===== config.mk =====
export PLATFORM = sky130hd
export DESIGN_NAME = mexp_top
export DESIGN_NICKNAME = d
export VERILOG_FILES = /design/src/rtl/mexp_pkg.sv /design/src/rtl/mont_mul.sv /design/src/rtl/pow_bank.sv /design/src/rtl/win_sel.sv /design/src/rtl/mexp_top.sv
export SDC_FILE = /design/constraint.sdc
export NUM_CORES = 1
export LEC_CHECK = 0
export BUFFER_PORTS_ARGS = -buffer_cell sky130_fd_sc_hd__buf_2
export CAP_MARGIN = 25
export CORE_MARGIN = 2
export CORE_UTILIZATION = 56
export CTS_CLUSTER_DIAMETER = 30
export CTS_CLUSTER_SIZE = 10
export DETAILED_ROUTE_END_ITERATION = 12
export PLACE_DENSITY = 0.73
export REMOVE_ABC_BUFFERS = 1
export SYNTH_ARGS = -nofsm -noshare
export SYNTH_HDL_FRONTEND = slang
export SYNTH_SLANG_ARGS = --single-unit

===== constraint.sdc =====
create_clock -name clk -period 4.17 [get_ports clk]
set_input_delay 0.834 -clock clk [delete_from_list [all_inputs] [get_ports clk]]
set_output_delay 0.834 -clock clk [all_outputs]
set_load 0.02 [all_outputs]

===== src/rtl/mexp_pkg.sv =====
// Package: shared sizes and state/operation encodings for the windowed
// modular exponentiator. Assumes operands fit in OPW bits.
package mexp_pkg;
    localparam int OPW        = 12;
    localparam int WINB       = 3;
    localparam int NWIN       = 4;
    localparam int BANK_DEPTH = 16;

    typedef enum logic [2:0] {
        ST_IDLE, ST_TOX, ST_ONE, ST_PRE, ST_SQ, ST_MUL, ST_FIX, ST_WAIT
    } st_t;

    typedef enum logic [2:0] {
        OP_TOX, OP_ONE, OP_PRE, OP_SQ, OP_MUL, OP_FIX
    } op_t;
endpackage


===== src/rtl/mont_mul.sv =====
// Bit-serial Montgomery multiplier: p = a*b*2^-W mod m.
// Assumes m odd, b < m. A go pulse captures operands when idle; done
// pulses for one cycle W+1 cycles later with p valid from then on.
module mont_mul #(
    parameter int W = mexp_pkg::OPW
) (
    input  logic         clk,
    input  logic         rst_n,
    input  logic         go,
    input  logic [W-1:0] a,
    input  logic [W-1:0] b,
    input  logic [W-1:0] m,
    output logic         done,
    output logic [W-1:0] p
);
    localparam int CW = $clog2(W + 1);

    logic [W+1:0]  s;
    logic [W-1:0]  a_q, b_q, m_q;
    logic [CW-1:0] cnt;
    logic          busy;
    logic [W+1:0]  t1, t2, s_nx, fin;

    // One radix-2 reduction step and the final conditional subtract.
    always_comb begin
        t1   = s + (a_q[0] ? {2'b00, b_q} : '0);
        t2   = t1[0] ? t1 + {2'b00, m_q} : t1;
        s_nx = t2 >> 1;
        fin  = (s >= {2'b00, m_q}) ? s - {2'b00, m_q} : s;
    end

    // Iteration register: load on go, step W times, then deliver.
    always_ff @(posedge clk) begin
        if (!rst_n) begin
            s    <= '0;
            a_q  <= '0;
            b_q  <= '0;
            m_q  <= '0;
            cnt  <= '0;
            busy <= 1'b0;
            done <= 1'b0;
            p    <= '0;
        end else begin
            done <= 1'b0;
            if (go && !busy) begin
                a_q  <= a;
                b_q  <= b;
                m_q  <= m;
                s    <= '0;
                cnt  <= '0;
                busy <= 1'b1;
            end else if (busy) begin
                if (cnt == CW'(W)) begin
                    p    <= fin[W-1:0];
                    done <= 1'b1;
                    busy <= 1'b0;
                end else begin
                    s   <= s_nx;
                    a_q <= a_q >> 1;
                    cnt <= cnt + 1'b1;
                end
            end
        end
    end
endmodule


===== src/rtl/pow_bank.sv =====
// Register bank for precomputed powers: DEPTH words of W bits with a
// write decoder and a read multiplexer sharing one address (one access
// at a time). Cleared by reset.
module pow_bank #(
    parameter int W     = mexp_pkg::OPW,
    parameter int DEPTH = mexp_pkg::BANK_DEPTH,
    localparam int AW   = $clog2(DEPTH)
) (
    input  logic          clk,
    input  logic          rst_n,
    input  logic          we,
    input  logic [AW-1:0] addr,
    input  logic [W-1:0]  wdata,
    output logic [W-1:0]  rdata
);
    logic [W-1:0] regs [DEPTH];

    for (genvar g = 0; g < DEPTH; g++) begin : g_word
        // Word g: written only when the decoder selects it.
        always_ff @(posedge clk) begin
            if (!rst_n)
                regs[g] <= '0;
            else if (we && addr == AW'(g))
                regs[g] <= wdata;
        end
    end

    // Read multiplexer.
    assign rdata = regs[addr];
endmodule


===== src/rtl/win_sel.sv =====
// Exponent window selector: returns field idx of width WINB from y.
module win_sel #(
    parameter int WINB = mexp_pkg::WINB,
    parameter int NWIN = mexp_pkg::NWIN,
    localparam int IW  = $clog2(NWIN)
) (
    input  logic [WINB*NWIN-1:0] y,
    input  logic [IW-1:0]        idx,
    output logic [WINB-1:0]      val
);
    logic [WINB-1:0] fld [NWIN];

    for (genvar g = 0; g < NWIN; g++) begin : g_fld
        assign fld[g] = y[g*WINB +: WINB];
    end

    assign val = fld[idx];
endmodule


===== src/rtl/mexp_top.sv =====
// Fixed-window modular exponentiator: result = base^expo mod mod_i.
// Assumes mod_i odd and > 1, base_i < mod_i, rsq_i = 2^(2*OPW) mod mod_i.
// Moore controller; every product goes through mont_mul.
module mexp_top
    import mexp_pkg::*;
#(
    parameter int OPW        = mexp_pkg::OPW,
    parameter int WINB       = mexp_pkg::WINB,
    parameter int NWIN       = mexp_pkg::NWIN,
    parameter int BANK_DEPTH = mexp_pkg::BANK_DEPTH
) (
    input  logic           clk,
    input  logic           rst_n,
    input  logic           start,
    input  logic [OPW-1:0] base_i,
    input  logic [OPW-1:0] expo_i,
    input  logic [OPW-1:0] mod_i,
    input  logic [OPW-1:0] rsq_i,
    output logic [OPW-1:0] result_o,
    output logic           done_o
);
    localparam int IW   = $clog2(NWIN);
    localparam int AW   = $clog2(BANK_DEPTH);
    localparam int MAXV = (1 << WINB) - 1;
    localparam int SQW  = $clog2(WINB + 1);

    st_t            st;
    op_t            op_q;
    logic [OPW-1:0] x_q, y_q, m_q, r2_q, xm, acc, prev;
    logic [WINB-1:0] pk, val;
    logic [IW-1:0]  win;
    logic [SQW-1:0] sqc;
    logic [OPW-1:0] mul_a, mul_b, mul_p, bank_rd;
    logic           mul_go, mul_done, bank_we;
    logic [AW-1:0]  bank_addr;

    win_sel #(.WINB(WINB), .NWIN(NWIN)) u_win (
        .y(y_q), .idx(win), .val(val)
    );

    pow_bank #(.W(OPW), .DEPTH(BANK_DEPTH)) u_bank (
        .clk(clk), .rst_n(rst_n), .we(bank_we), .addr(bank_addr),
        .wdata(mul_p), .rdata(bank_rd)
    );

    mont_mul #(.W(OPW)) u_mul (
        .clk(clk), .rst_n(rst_n), .go(mul_go), .a(mul_a), .b(mul_b),
        .m(m_q), .done(mul_done), .p(mul_p)
    );

    // Operand selection and multiplier launch, decoded from state only.
    always_comb begin
        mul_go = 1'b1;
        mul_a  = acc;
        mul_b  = acc;
        unique case (st)
            ST_TOX: begin mul_a = x_q;        mul_b = r2_q; end
            ST_ONE: begin mul_a = OPW'(1);    mul_b = r2_q; end
            ST_PRE: begin mul_a = xm;         mul_b = prev; end
            ST_SQ:  begin mul_a = acc;        mul_b = acc;  end
            ST_MUL: begin mul_a = acc;        mul_b = (val == WINB'(1)) ? xm : bank_rd; end
            ST_FIX: begin mul_a = acc;        mul_b = OPW'(1); end
            default: mul_go = 1'b0;
        endcase
    end

    // Bank port: read the selected power in ST_MUL, else point at the write slot.
    assign bank_addr = (st == ST_MUL) ? AW'(val - WINB'(2)) : AW'(pk - WINB'(2));
    assign bank_we   = (st == ST_WAIT) && (op_q == OP_PRE) && mul_done;

    // Controller: sequencing, operand capture and result registers.
    always_ff @(posedge clk) begin
        if (!rst_n) begin
            st       <= ST_IDLE;
            op_q     <= OP_TOX;
            x_q      <= '0;
            y_q      <= '0;
            m_q      <= '0;
            r2_q     <= '0;
            xm       <= '0;
            acc      <= '0;
            prev     <= '0;
            pk       <= '0;
            win      <= '0;
            sqc      <= '0;
            result_o <= '0;
            done_o   <= 1'b0;
        end else begin
            unique case (st)
                ST_IDLE: if (start) begin
                    x_q    <= base_i;
                    y_q    <= expo_i;
                    m_q    <= mod_i;
                    r2_q   <= rsq_i;
                    done_o <= 1'b0;
                    st     <= ST_TOX;
                end
                ST_TOX: begin op_q <= OP_TOX; st <= ST_WAIT; end
                ST_ONE: begin op_q <= OP_ONE; st <= ST_WAIT; end
                ST_PRE: begin op_q <= OP_PRE; st <= ST_WAIT; end
                ST_SQ:  begin op_q <= OP_SQ;  st <= ST_WAIT; end
                ST_MUL: begin op_q <= OP_MUL; st <= ST_WAIT; end
                ST_FIX: begin op_q <= OP_FIX; st <= ST_WAIT; end
                default: if (mul_done) begin
                    unique case (op_q)
                        OP_TOX: begin xm <= mul_p; st <= ST_ONE; end
                        OP_ONE: begin
                            acc  <= mul_p;
                            prev <= xm;
                            pk   <= WINB'(2);
                            st   <= ST_PRE;
                        end
                        OP_PRE: begin
                            prev <= mul_p;
                            if (pk == WINB'(MAXV)) begin
                                win <= IW'(NWIN - 1);
                                sqc <= '0;
                                st  <= ST_SQ;
                            end else begin
                                pk <= pk + 1'b1;
                                st <= ST_PRE;
                            end
                        end
                        OP_SQ: begin
                            acc <= mul_p;
                            if (sqc == SQW'(WINB - 1)) begin
                                sqc <= '0;
                                if (val != '0)
                                    st <= ST_MUL;
                                else if (win == '0)
                                    st <= ST_FIX;
                                else begin
                                    win <= win - 1'b1;
                                    st  <= ST_SQ;
                                end
                            end else begin
                                sqc <= sqc + 1'b1;
                                st  <= ST_SQ;
                            end
                        end
                        OP_MUL: begin
                            acc <= mul_p;
                            if (win == '0)
                                st <= ST_FIX;
                            else begin
                                win <= win - 1'b1;
                                st  <= ST_SQ;
                            end
                        end
                        default: begin
                            result_o <= mul_p;
                            done_o   <= 1'b1;
                            st       <= ST_IDLE;
                        end
                    endcase
                end
            endcase
        end
    end
endmodule


Word level (Yosys, flattened, before mapping)
Memory sizes are Yosys's and may differ from the RTL's.
Index checks and enable logic that the tools add are counted.
{ "word_totals": {"latchBits": 0, "romBits": 0, "out_inout_bits": 13, "ram_bits": 192, "memories": 1, "reg_bits": 177} }
{ "classes": {"shifts": 0, "multipliers": 0, "mux": 107, "add_sub_neg": 9, "div": 0, "reduce_logical": 52, "eq_ne": 37, "n_lt_le_gt_ge": 2, "bitwise": 24} }
{ "mem_list": {"columns": ["name", "words", "word_bits", "rd", "rd_ports_with_merged_regs", "write_ports", "line_no", "source"], "rows": [
  ["u_bank.regs", 16, 12, 1, 0, 16, "pow_bank.sv:16", "logic [W-1:0] regs [DEPTH];"]
]} }
{ "op_table": {"columns": ["op", "n"], "rows": [
  ["12-bit 2-to-1 mux", 22],
  ["1-bit 2-to-1 mux", 57],
  ["12-bit case mux with 4 select lines", 1],
  ["4-bit == test, second input constant", 9],
  ["12-bit case mux with 3 select lines", 1],
  ["12-bit case mux with 2 select lines", 1],
  ["3-bit 2-to-1 mux", 7],
  ["1-bit logical AND", 19],
  ["3-bit == test, second input constant", 6],
  ["3-bit case mux with 6 select lines", 1],
  ["4-bit by 3-bit == test with 1-bit output, second input constant", 4],
  ["2-bit 2-to-1 mux", 8],
  ["1-bit OR", 16],
  ["3-bit case mux with 5 select lines", 1],
  ["3-bit AND reduction", 5],
  ["13-bit by 12-bit adder with 14-bit output", 1],
  ["14-bit by 12-bit adder with 14-bit output", 1],
  ["14-bit 2-to-1 mux", 1],
  ["13-bit by 12-bit greater-or-equal comparator with 1-bit output", 1],
  ["3-bit by 2-bit == test with 1-bit output, second input constant", 4],
  ["3-bit case mux with 2 select lines", 2],
  ["4-bit AND reduction", 3],
  ["12-bit subtractor", 1],
  ["3-bit by 1-bit == test with 1-bit output, second input constant", 3],
  ["other kinds (32)", 56]
]} }

Depth between registers and ports, before layout
{ "depth": {"ltp_word": 12, "ltp_mapped": 17, "ltp_nobuf": 16} }

Hierarchy
A second synthesis with hierarchy kept.
{ "unflattened": {"cells_unflattened": 1770, "area_unflattened_um2": 18905.6} }
{ "modules_own_cells": {"columns": ["mod", "instances", "cells_each", "area_each_um2", "seq_area_each_um2"], "rows": [
  ["pow_bank", 1, 566, 8868.5, 5765.5],
  ["mexp_top", 1, 662, 5547.8, 2202.1],
  ["mont_mul", 1, 539, 4410.5, 1341.3],
  ["win_sel", 1, 3, 78.8, 0.0]
]} }

Worst setup path before layout
Ideal clock, no wire load.
{ "synth_path": {"path_kind": "reg-to-reg", "start": "reg win[0]", "end": "mem u_bank.regs[10][0] in the netlist's numbering, enable pin", "synth_period_minus_slack_ns": 4.054, "setup_ns": 0.400, "path_stages_with_launch": 9, "path_buffers": 3, "arrival_ns": 3.653, "setup_slack_ns": 0.116, "path_cell_list": "dfxtp_1 > mux4_2 > mux2i_4 > clkbuf_1 > ha_1 > clkbuf_1 > clkbuf_1 > nand2_1 > o31ai_1"} }
{ "synth_rtl": {"columns": ["item", "line_no", "source"], "rows": [
  ["start: declaration", "mexp_top.sv:31", "logic [IW-1:0] win;"],
  ["start signal: assignment", "mexp_top.sv:116", "win <= IW'(NWIN - 1);"],
  ["start signal: assignment", "mexp_top.sv:133", "win <= win - 1'b1;"],
  ["start signal: assignment", "mexp_top.sv:146", "win <= win - 1'b1;"],
  ["end: declaration", "pow_bank.sv:16", null]
]} }

Worst setup path in the final report
{ "layout_path": {"start": "reg u_mul.a_q[0]", "end": "reg u_mul.s[10]"} }
{ "layout_via": {"elab_chain_cells": 4} }
{ "layout_rtl": {"columns": ["item", "line_no", "source"], "rows": [
  ["start: declaration", "mont_mul.sv:19", "logic [W-1:0] a_q, b_q, m_q;"],
  ["start signal: assignment", "mont_mul.sv:59", "a_q <= a_q >> 1;"],
  ["12-bit 2-to-1 mux (*)", "mont_mul.sv:26", "t1 = s + (a_q[0] ? {2'b00, b_q} : '0);"],
  ["13-bit by 12-bit adder with 14-bit output (*)", "mont_mul.sv:26", null],
  ["14-bit by 12-bit adder with 14-bit output", "mont_mul.sv:27", "t2 = t1[0] ? t1 + {2'b00, m_q} : t1;"],
  ["14-bit 2-to-1 mux (*)", "mont_mul.sv:27", null],
  ["end signal: assignment", "mont_mul.sv:58", "s <= s_nx;"],
  ["end: declaration", "mont_mul.sv:18", "logic [W+1:0] s;"]
]} }
Mark *: on every way between the ends. The rest lies on a longest branch, timed or not.
A chain may end at the register's enable or synchronous reset.

==> impl_metrics.toml <==
[synth]
avgSynthCellArea_um2 = 9.55
yosysWarnings = 0
synth_seq_cells = 369
synth_flop_cell = "edfxtp_1"
synthCells = 1933
synth_edf_count = 192
synthArstFlopShare_pct = 0
ys_seq_area_share_pct = 50.4
syn_area_mm2 = 0.0185
yosysUniqueCellTypes = 72

[floorplanning]
dieHeight_um = 186
initial_utilization_pct = 56.7
num_rows = 66
design.die.area_mm2 = 0.0344
pin_count = 64
core_area_mm2 = 0.0325
die_w_um = 186

[detailed_routing]
top_layer_used = "met4"
dr_wl_met2_mm = 24.8
wl_per_cell_um = 21.0
wl_met1_mm = 21.3
route.detailed.drc = 0
via_per_inst = 6.05
drt-total-wl_mm = 52.3
postRouteAntennaNets = 0
vias = 15093
route.met3.wl_mm = 4.23
drtPass1Iterations = 6
drt_iter0_drc = 1708

[sta]
tightest_slew_ps = 1110
drv_slew = 0
rsz0062_at_grt = "no"
setup_viol = 0
timing.final.ws_setup_ps = 391
clock.fmax_ghz = 0.265
fin_crit_ps = 3780
period_share_pct = 90.6
clock_skew_ps = 31.9
hold_violations = 0
relSlewSlack_pct = 25.9

[placed_design]
dp.cells = 2344
dpl.hpwl_mm = 33.6
routabilityCongestion = 0.948
port_buffers = 63
dp_slack_ps = 448

[layout]
areaGrowthSynthToFinish_pct = 19.1
top_regs = "u_bank.regs x192, u_mul.s x13"
largest_reg_flops = 192
regMostFlops = "u_bank.regs"
nets = 2086
final-instance-count-excl-fill = 2496
drive_gt1_share_pct = 14.6

[pwr]
p_sw_w = 0.00265
ir_drop_mv = 0.413
clkPwrFrac_pct = 56.7
p_sw_share_pct = 23.9
leakage_nw = 8.44
p_comb_share_pct = 6.7
intPower_w = 0.00842
sequentialPowerShare_pct = 36.6
power_density_mw_per_mm2 = 503

[global_route]
antenna_found_initial = 1
grt_start_max_net_pins = 77
overflow = 0
grt_pass1_wl_mm = 80.8
grt_usage_pct = 30.9
grt_pass1_vias = 14433

[clock_network]
cts_hold_buffers = 0
cts_max_path_buffers = 3
clockRootBuffer = "clkbuf_16"
htreeDepth = 3
clkSinkCount = 369
cts-resized-gates = 0
postCtsSetupBuffers = 0
cts_tree = "built"
numCtsBuffers = 78
insertion_delay_ps = 600
path_clk_slew_ps = 40

[job]
max_cap_violations = 0

[hold_path]
hp-class = "flop to flop"

[critical_path]
max_stage_delay_ps = 460
critPathMaxFanout = 13
cp.arrival_ps = 4220
end_kind = "flop"
worst_setup_path_start_kind = "flop"
worst_path_max_delay_cell = "dfxtp_1"
crit_chain = "and2_1, ha_1, inv_1, fa_1, nor2b_1, o31a_1, o21a_1, nor2_1, xnor2_1, ha_1, or2_2, nor4_1, nor3_1, or3_1, a21oi_1, nor3_1"
cp.required_ps = 4610
path_class = "flop to flop"

[outcome]
status = "completed"
==> worst max-delay path, delay by kind of cell, from the launching register on <==
kind	cells	cell delay, ps
AND/OR/NAND/NOR	8	1650
adder cells (fa/ha/maj)	3	860
flip-flops	1	460
AO/OA/AOI/OAI	3	460
XOR/XNOR	1	140
buffers and inverters	1	70
==> synthesized netlist by cell type, types with 17 or more instances <==
cell	number	area [µm²]
a21oi_1	133	666
nand4_1	21	131
nand2_1	348	1310
a22oi_1	23	173
nor2_1	120	450
o21ai_0	61	305
ha_1	45	563
dfxtp_1	177	3540
mux2i_1	67	671
clkbuf_1	122	458
and3_1	60	375
buf_2	17	85.1
xnor2_1	18	158
inv_1	37	139
edfxtp_1	192	5770
a211oi_1	37	278
nand3_1	75	375
and2_1	168	1050
mux4_2	22	495
==> layout make-up <==
| class | instances | area (µm²) |
|---|---|---|
| clock inverters | 55 | 626 |
| fillers | 2535 | 10600 |
| multi-input cells | 1376 | 8430 |
| flip-flops and latches | 369 | 9310 |
| repair buffers | 122 | 818 |
| well taps | 442 | 553 |
| inverters | 40 | 153 |
| diodes | 2 | 5.00 |
| clock buffers | 90 | 2090 |
==> metrics by stage <==
stage	TNS, ps	hold WS [ps]	total power, W	util (%)	area (µm²)
floorplan	-13470	432	0.00457	-	17900
global placement	0	441	0.00481	58.9	19200
detailed placement	0	447	0.00483	58.9	19200
CTS	0	454	0.0111	67.3	21900
global route	0	470	0.0114	67.6	22000
finish	0	449	0.0111	67.6	22000
==> logic make-up (layout without fill, tap and decap cells) <==
logic type / after synthesis / count (layout) / share of synthesized area (%)
compound gates: 349 / 349 / 11.7
simple gates: 859 / 859 / 22.3
xor+xnor: 25 / 25 / 1.19
fa+ha+maj: 48 / 48 / 3.38
buf+inv: 188 / 307 / 4.04
mux: 95 / 95 / 6.91
flops: 369 / 369 / 50.4
other cells: 0 / 2 / 0
==> placed cells by master, fill, tap and decap left out, types with 10 or more instances in the layout <==
master / n
a211oi_1: 37
a21oi_1: 133
a22oi_1: 23
a311oi_1: 13
a31oi_1: 11
and2_1: 168
and3_1: 60
buf_2: 63
buf_4: 56
clkbuf_16: 81
clkinv_2: 15
dfxtp_1: 177
edfxtp_1: 192
ha_1: 45
inv_1: 37
mux2i_1: 67
mux4_2: 22
nand2_1: 348
nand3_1: 74
nand4_1: 21
nor2_1: 120
nor2b_1: 11
nor3_1: 13
o21a_1: 10
o21ai_0: 61
xnor2_1: 18
==> worst paths after layout <==
path           startpoint           end  slack, ps  cells after the start
max reg2reg  u_mul.a_q[0]   u_mul.s[10]        390                     16
min                m_q[5]  u_mul.m_q[5]        450                      2
min reg2reg        m_q[5]  u_mul.m_q[5]        450                      2
max          u_mul.a_q[0]   u_mul.s[10]        390                     16
==> layer usage <==
layer	vias up	GRT usage, %
li1	6975	-
met1	7280	41.0
met2	685	49.7
met3	153	5.60
met4	0	13.4
met5	-	0
==> power groups by stage <==
stage	Clock, W	Sequential (W)	Combinational (W)
global route	0.00649	0.00406	0.000807
finish	0.00628	0.00405	0.000740
floorplan	0	0.00409	0.000482
global placement	0	0.00411	0.000703
CTS	0.00631	0.00405	0.000725
detailed placement	0	0.00411	0.000715
Power figures use the tool's default switching activity.
